$ cat src/rtl/ptm_pkg.sv
package ptm_pkg;
    localparam int DATA_W = 8;
    localparam int PRE_W  = 10;
    localparam int SEL_W  = 2;

    typedef enum logic [1:0] {
        ADDR_COUNT  = 2'd0,
        ADDR_MODULO = 2'd1,
        ADDR_CTRL   = 2'd2,
        ADDR_RSVD   = 2'd3
    } reg_addr_e;

    typedef enum logic {
        ST_HALT = 1'b0,
        ST_RUN  = 1'b1
    } run_state_e;

    // Number of strobes per increment, minus one, for a rate select code.
    function automatic logic [PRE_W-1:0] reload_value(input logic [SEL_W-1:0] sel);
        logic [PRE_W:0] period;
        unique case (sel)
            2'b00:   period = (PRE_W+1)'(1024);
            2'b01:   period = (PRE_W+1)'(16);
            2'b10:   period = (PRE_W+1)'(64);
            default: period = (PRE_W+1)'(256);
        endcase
        return PRE_W'(period - (PRE_W+1)'(1));
    endfunction
endpackage

$ cat src/rtl/ptm_ctrl.sv
module ptm_ctrl
    import ptm_pkg::*;
#(
    parameter int DW = DATA_W,
    parameter int SW = SEL_W
) (
    input  logic          clk_i,
    input  logic          rst_ni,
    input  logic          wr_ctrl_i,
    input  logic [DW-1:0] wdata_i,
    output logic          run_o,
    output logic [SW-1:0] sel_o,
    output logic [DW-1:0] ctrl_rd_o
);
    localparam int EN_BIT = SW;
    localparam int PAD_W  = DW - SW - 1;

    run_state_e state_q, state_d;
    logic [SW-1:0] sel_q;

    // Next-state selection: only a control write moves the machine.
    always_comb begin
        state_d = state_q;
        unique case (state_q)
            ST_HALT: if (wr_ctrl_i && wdata_i[EN_BIT])  state_d = ST_RUN;
            ST_RUN:  if (wr_ctrl_i && !wdata_i[EN_BIT]) state_d = ST_HALT;
            default: state_d = ST_HALT;
        endcase
    end

    // State register.
    always_ff @(posedge clk_i) begin
        if (!rst_ni) begin
            state_q <= ST_HALT;
            sel_q   <= '0;
        end else begin
            state_q <= state_d;
            if (wr_ctrl_i) sel_q <= wdata_i[SW-1:0];
        end
    end

    // Outputs.
    always_comb begin
        run_o     = (state_q == ST_RUN);
        sel_o     = sel_q;
        ctrl_rd_o = {{PAD_W{1'b1}}, run_o, sel_q};
    end
endmodule

$ cat src/rtl/ptm_prescaler.sv
module ptm_prescaler
    import ptm_pkg::*;
#(
    parameter int PW = PRE_W,
    parameter int SW = SEL_W
) (
    input  logic          clk_i,
    input  logic          rst_ni,
    input  logic          run_i,
    input  logic          step_i,
    input  logic [SW-1:0] sel_i,
    output logic          tick_o,
    output logic [PW-1:0] pre_o
);
    logic [PW-1:0] pre_q;
    logic          expire;

    assign expire = (pre_q == '0);
    assign tick_o = run_i && step_i && expire;
    assign pre_o  = pre_q;

    always_ff @(posedge clk_i) begin
        if (!rst_ni) begin
            pre_q <= PW'(reload_value('0));
        end else if (run_i && step_i) begin
            if (expire) pre_q <= PW'(reload_value(sel_i));
            else        pre_q <= pre_q - PW'(1);
        end
    end
endmodule

$ cat src/rtl/ptm_count_unit.sv
module ptm_count_unit
    import ptm_pkg::*;
#(
    parameter int DW = DATA_W
) (
    input  logic          clk_i,
    input  logic          rst_ni,
    input  logic          tick_i,
    input  logic          wr_cnt_i,
    input  logic          wr_mod_i,
    input  logic [DW-1:0] wdata_i,
    output logic [DW-1:0] cnt_o,
    output logic [DW-1:0] mod_o,
    output logic          irq_o
);
    logic [DW-1:0] cnt_q, mod_q;
    logic [DW:0]   sum;
    logic          carry;
    logic          irq_q;

    assign sum   = {1'b0, cnt_q} + (DW+1)'(1);
    assign carry = sum[DW];

    always_ff @(posedge clk_i) begin
        if (!rst_ni) begin
            cnt_q <= '0;
            mod_q <= '0;
            irq_q <= 1'b0;
        end else begin
            irq_q <= 1'b0;
            if (wr_mod_i) mod_q <= wdata_i;
            if (wr_cnt_i) begin
                cnt_q <= wdata_i;
            end else if (tick_i) begin
                if (carry) begin
                    cnt_q <= mod_q;
                    irq_q <= 1'b1;
                end else begin
                    cnt_q <= sum[DW-1:0];
                end
            end
        end
    end

    assign cnt_o = cnt_q;
    assign mod_o = mod_q;
    assign irq_o = irq_q;
endmodule

$ cat src/rtl/prescaled_timer.sv
module prescaled_timer
    import ptm_pkg::*;
(
    input  logic       clk_i,
    input  logic       rst_ni,
    input  logic       step_i,
    input  logic [1:0] bus_addr_i,
    input  logic       bus_wr_i,
    input  logic [7:0] bus_wdata_i,
    output logic [7:0] bus_rdata_o,
    output logic       irq_o
);
    logic              wr_cnt, wr_mod, wr_ctrl;
    logic              run_en, tick;
    logic [SEL_W-1:0]  sel;
    logic [PRE_W-1:0]  pre_q;
    logic [DATA_W-1:0] cnt_q, mod_q, ctrl_rd;
    reg_addr_e         addr;

    assign addr    = reg_addr_e'(bus_addr_i);
    assign wr_cnt  = bus_wr_i && (addr == ADDR_COUNT);
    assign wr_mod  = bus_wr_i && (addr == ADDR_MODULO);
    assign wr_ctrl = bus_wr_i && (addr == ADDR_CTRL);

    ptm_ctrl #(.DW(DATA_W), .SW(SEL_W)) u_ctrl (
        .clk_i     (clk_i),
        .rst_ni    (rst_ni),
        .wr_ctrl_i (wr_ctrl),
        .wdata_i   (bus_wdata_i),
        .run_o     (run_en),
        .sel_o     (sel),
        .ctrl_rd_o (ctrl_rd)
    );

    ptm_prescaler #(.PW(PRE_W), .SW(SEL_W)) u_pre (
        .clk_i  (clk_i),
        .rst_ni (rst_ni),
        .run_i  (run_en),
        .step_i (step_i),
        .sel_i  (sel),
        .tick_o (tick),
        .pre_o  (pre_q)
    );

    ptm_count_unit #(.DW(DATA_W)) u_cnt (
        .clk_i    (clk_i),
        .rst_ni   (rst_ni),
        .tick_i   (tick),
        .wr_cnt_i (wr_cnt),
        .wr_mod_i (wr_mod),
        .wdata_i  (bus_wdata_i),
        .cnt_o    (cnt_q),
        .mod_o    (mod_q),
        .irq_o    (irq_o)
    );

    always_comb begin
        unique case (addr)
            ADDR_COUNT:  bus_rdata_o = cnt_q;
            ADDR_MODULO: bus_rdata_o = mod_q;
            ADDR_CTRL:   bus_rdata_o = ctrl_rd;
            default:     bus_rdata_o = '1;
        endcase
    end
endmodule

$ cat config.mk
export PLATFORM = sky130hd
export DESIGN_NAME = prescaled_timer
export DESIGN_NICKNAME = d
export VERILOG_FILES = /design/src/rtl/ptm_pkg.sv /design/src/rtl/ptm_ctrl.sv /design/src/rtl/ptm_prescaler.sv /design/src/rtl/ptm_count_unit.sv /design/src/rtl/prescaled_timer.sv
export SDC_FILE = /design/constraint.sdc
export NUM_CORES = 1
export LEC_CHECK = 0
export ABC_AREA = 1
export BUFFER_PORTS_ARGS = -buffer_cell sky130_fd_sc_hd__buf_2
export CAP_MARGIN = 20
export CORE_ASPECT_RATIO = 1.75
export CORE_MARGIN = 1.5
export CORE_UTILIZATION = 36
export DETAILED_ROUTE_END_ITERATION = 8
export GPL_TIMING_DRIVEN = 0
export PLACE_DENSITY = 0.51
export SYNTH_ARGS = -nofsm -noshare
export SYNTH_HDL_FRONTEND = slang
export SYNTH_SLANG_ARGS = --single-unit
$ cat constraint.sdc
create_clock -name clk_i -period 1.68 [get_ports clk_i]
set_clock_uncertainty 0.15 [all_clocks]
set_input_delay 0.168 -clock clk_i [delete_from_list [all_inputs] [get_ports clk_i]]
set_output_delay 0.168 -clock clk_i [all_outputs]
set_load 0.01 [all_outputs]
==> impl_metrics.yaml <==
outcome:
  outcome: "completed"
sta:
  worst_slew_pin_slew_ps: 591.2
  min_period_ps: 1614
  finalHoldViolCount: 0
  fmax_ghz: 0.6197
  rsz0062_at_grt: "yes"
  setup_viol: 0
  setup_slack_ps: 66.31
  post-route-period-util_pct: 96.05
  relSlewSlack_pct: 60.58
  slew_viol_final: 0
hold_path:
  hold_path.class: "in -> reg"
  hold_start: "bus_wdata_i[4]"
clock_network:
  cts_buffers: 5
  cts-root-buf: "clkbuf_8"
  cts_tree: "built"
  htree_levels: 2
  clk_latency_ps: 280
  clockBufferDepth: 2
  cts_hold_buf: 0
  cts_num_sinks: 30
  path_clk_slew_ps: 70
synthesis:
  ys_warn_count: 0
  synth_area_per_cell_um2: 6.578
  synth_seq_cells: 30
  syn_inst: 268
  synth-seq-area-share_pct: 34.07
  netlist_area_um2: 1763
  syn_nets: 284
  yosysUniqueCellTypes: 27
place:
  hpwlAfterDp_um: 3968
  gp_congestion: 0.8788
  pre_cts_ws_ps: -108.5
  portBuffers: 22
setup_path:
  start_kind: "flip-flop"
  cp.required_ps: 1760
  r2r-start: "u_pre.pre_o[0]"
  critPathTopFamily: "simple AND/OR/NAND/NOR gates"
  cp.arrival_ps: 1690
  critPathMaxStageDelay_ps: 320
  crit_fanout: 5
  end_kind: "flip-flop"
  startpoint: "u_pre.pre_o[0]"
  path_cells: "inv_2, ha_4, nand2_4, nor2_8, nand4_4, inv_4, nand3_2, nand3_1, nand2_1, inv_1"
  crit_buf_inv: 3
  slowest_stage: "dfxtp_1"
  crit_type: "reg -> reg"
global_routing:
  grt_usage_pct: 21.00
  grt_remaining_overflow: 0
  grt_first_pass_wirelength_um: 8493
  antenna_found_initial: 0
  grt_max_degree: 11
  first_global_vias: 1868
floorplan:
  dieArea_um2: 5343
  die_h_um: 95.58
  start_util_pct: 37.45
  ioPinCount: 23
  die_width_um: 55.90
  core_um2: 4707
  num_rows: 33
finish:
  mostFrequentLayoutCell: "nand2_1"
  final_layout_size_suffix_gt1_share_pct: 28.05
  fillers: 520
  final_nets: 318
  multi_input_area_um2: 1149
  final_cell_mix: "nand2_1, inv_1, dfxtp_1"
  final_util_pct: 48.14
  area_growth_pct: 28.53
  seq_area_um2: 606.8
  antenna_cells: 0
detailed_routing:
  antenna_left: 0
  drt-pass1-iter-count: 4
  drt_iter0_drc: 64
  wire_per_inst_um: 15.09
  wl_um: 5358
  via_per_inst: 5.248
  vias: 1863
  drc_errors: 0
power_and_ir_drop:
  powerDensity_nw_per_um2: 718.2
  leakage_nw: 1.032
  p_total_w: 0.001627
  peakVddDrop_mv: 0.6222
run:
  max_cap_violations: 0
[final cells by class]
class	instances	area share [%]
sequential	30	26.78
multi-input combinational	190	50.69
inverter	44	7.510
buffer	4	0.7731
tap	52	2.871
clock buffer	8	4.859
timing repair buffer	27	6.516
[final timing paths]
path,end,slack [ps],cells past startpoint
hold reg to reg,u_cnt.mod_o[7],320,2
hold / removal,u_cnt.cnt_o[4],20,3
setup reg to reg,u_cnt.cnt_o[3],70,10
setup / recovery,u_cnt.cnt_o[3],70,10
[through the flow]
step / std cells / instance area (µm²) / TNS (ps) / hold WS [ps]
2_1_floorplan: 268 / 1763 / 0 / 156.4
3_3_place_gp: 342 / 1938 / -749.5 / 309.1
3_5_place_dp: 342 / 1938 / -826.9 / 314.8
4_1_cts: 351 / 2093 / 0 / 23.96
5_1_grt: 355 / 2266 / -245.4 / 37.61
6_report: 355 / 2266 / 0 / 24.93
[tightest hold or removal path: cells and delay by family]
family / cells / cell delay (ps)
buffers and inverters: 1 / 110
AND/OR/NAND/NOR: 1 / 50
AO/OA/AOI/OAI: 1 / 70
[per-layer routing]
metal	vias to the layer above	wire [µm]	GRT usage, %
li1	946	-	-
met1	864	1960	19.32
met2	40	3100	42.96
met3	13	135	3.121
met4	0	161	11.31
met5	-	0	0
[where the power goes]
part	switching (W)	internal (W)
sequential	0.0000164	0.000732
clock	0.000291	0.000414
combinational	0.000113	0.0000603
[synth_stat cells]
cell type,number,area share (%)
ha_1,2,1.4
o211ai_1,4,1.7
a31oi_1,3,1.1
nor2_2,2,0.71
nand4_1,2,0.71
o21ai_0,22,6.2
xor2_1,2,0.99
nand2_1,59,13
inv_1,41,8.7
clkbuf_1,2,0.43
buf_2,2,0.57
nand4_4,1,1.2
nor2_4,1,0.64
inv_2,3,0.64
nand2_2,6,2.1
dfxtp_1,30,34
o21ai_1,2,0.57
xnor2_1,2,0.99
nand3_4,1,0.99
nor2_8,1,1.1
nor3_1,3,0.85
nand3_2,2,1.1
a21oi_1,23,6.5
nor2_1,19,4.0
o22ai_1,5,1.8
nand3_1,27,7.7
o221ai_1,1,0.50
[sequential cells by signal, indices dropped and copies added, names as in the netlist, named ones only]
register / count
u_pre.pre_o: 10
u_cnt.cnt_o: 8
u_cnt.mod_o: 8
u_ctrl.sel_o: 2
u_cnt.irq_o: 1
[cells by family (layout without fill, tap and decap cells)]
kind of cell	count (synthesis)	count (layout)	synth area share, %
adder cells (fa/ha/maj)	2	2	1.419
flip-flops	30	30	34.07
AO/OA/AOI/OAI	60	60	18.38
buffers and inverters	48	83	10.36
XOR/XNOR	4	4	1.988
AND/OR/NAND/NOR	124	124	33.78
[what timing repair did]
action | 4_1_cts | 5_1_grt
setup buffers | 1 | 4
gates resized for setup | 10 | 40
endpoints found under the setup margin | 13 | 14
pin swaps | 2 | 20
No activity file was read; power rests on OpenSTA's default activity.
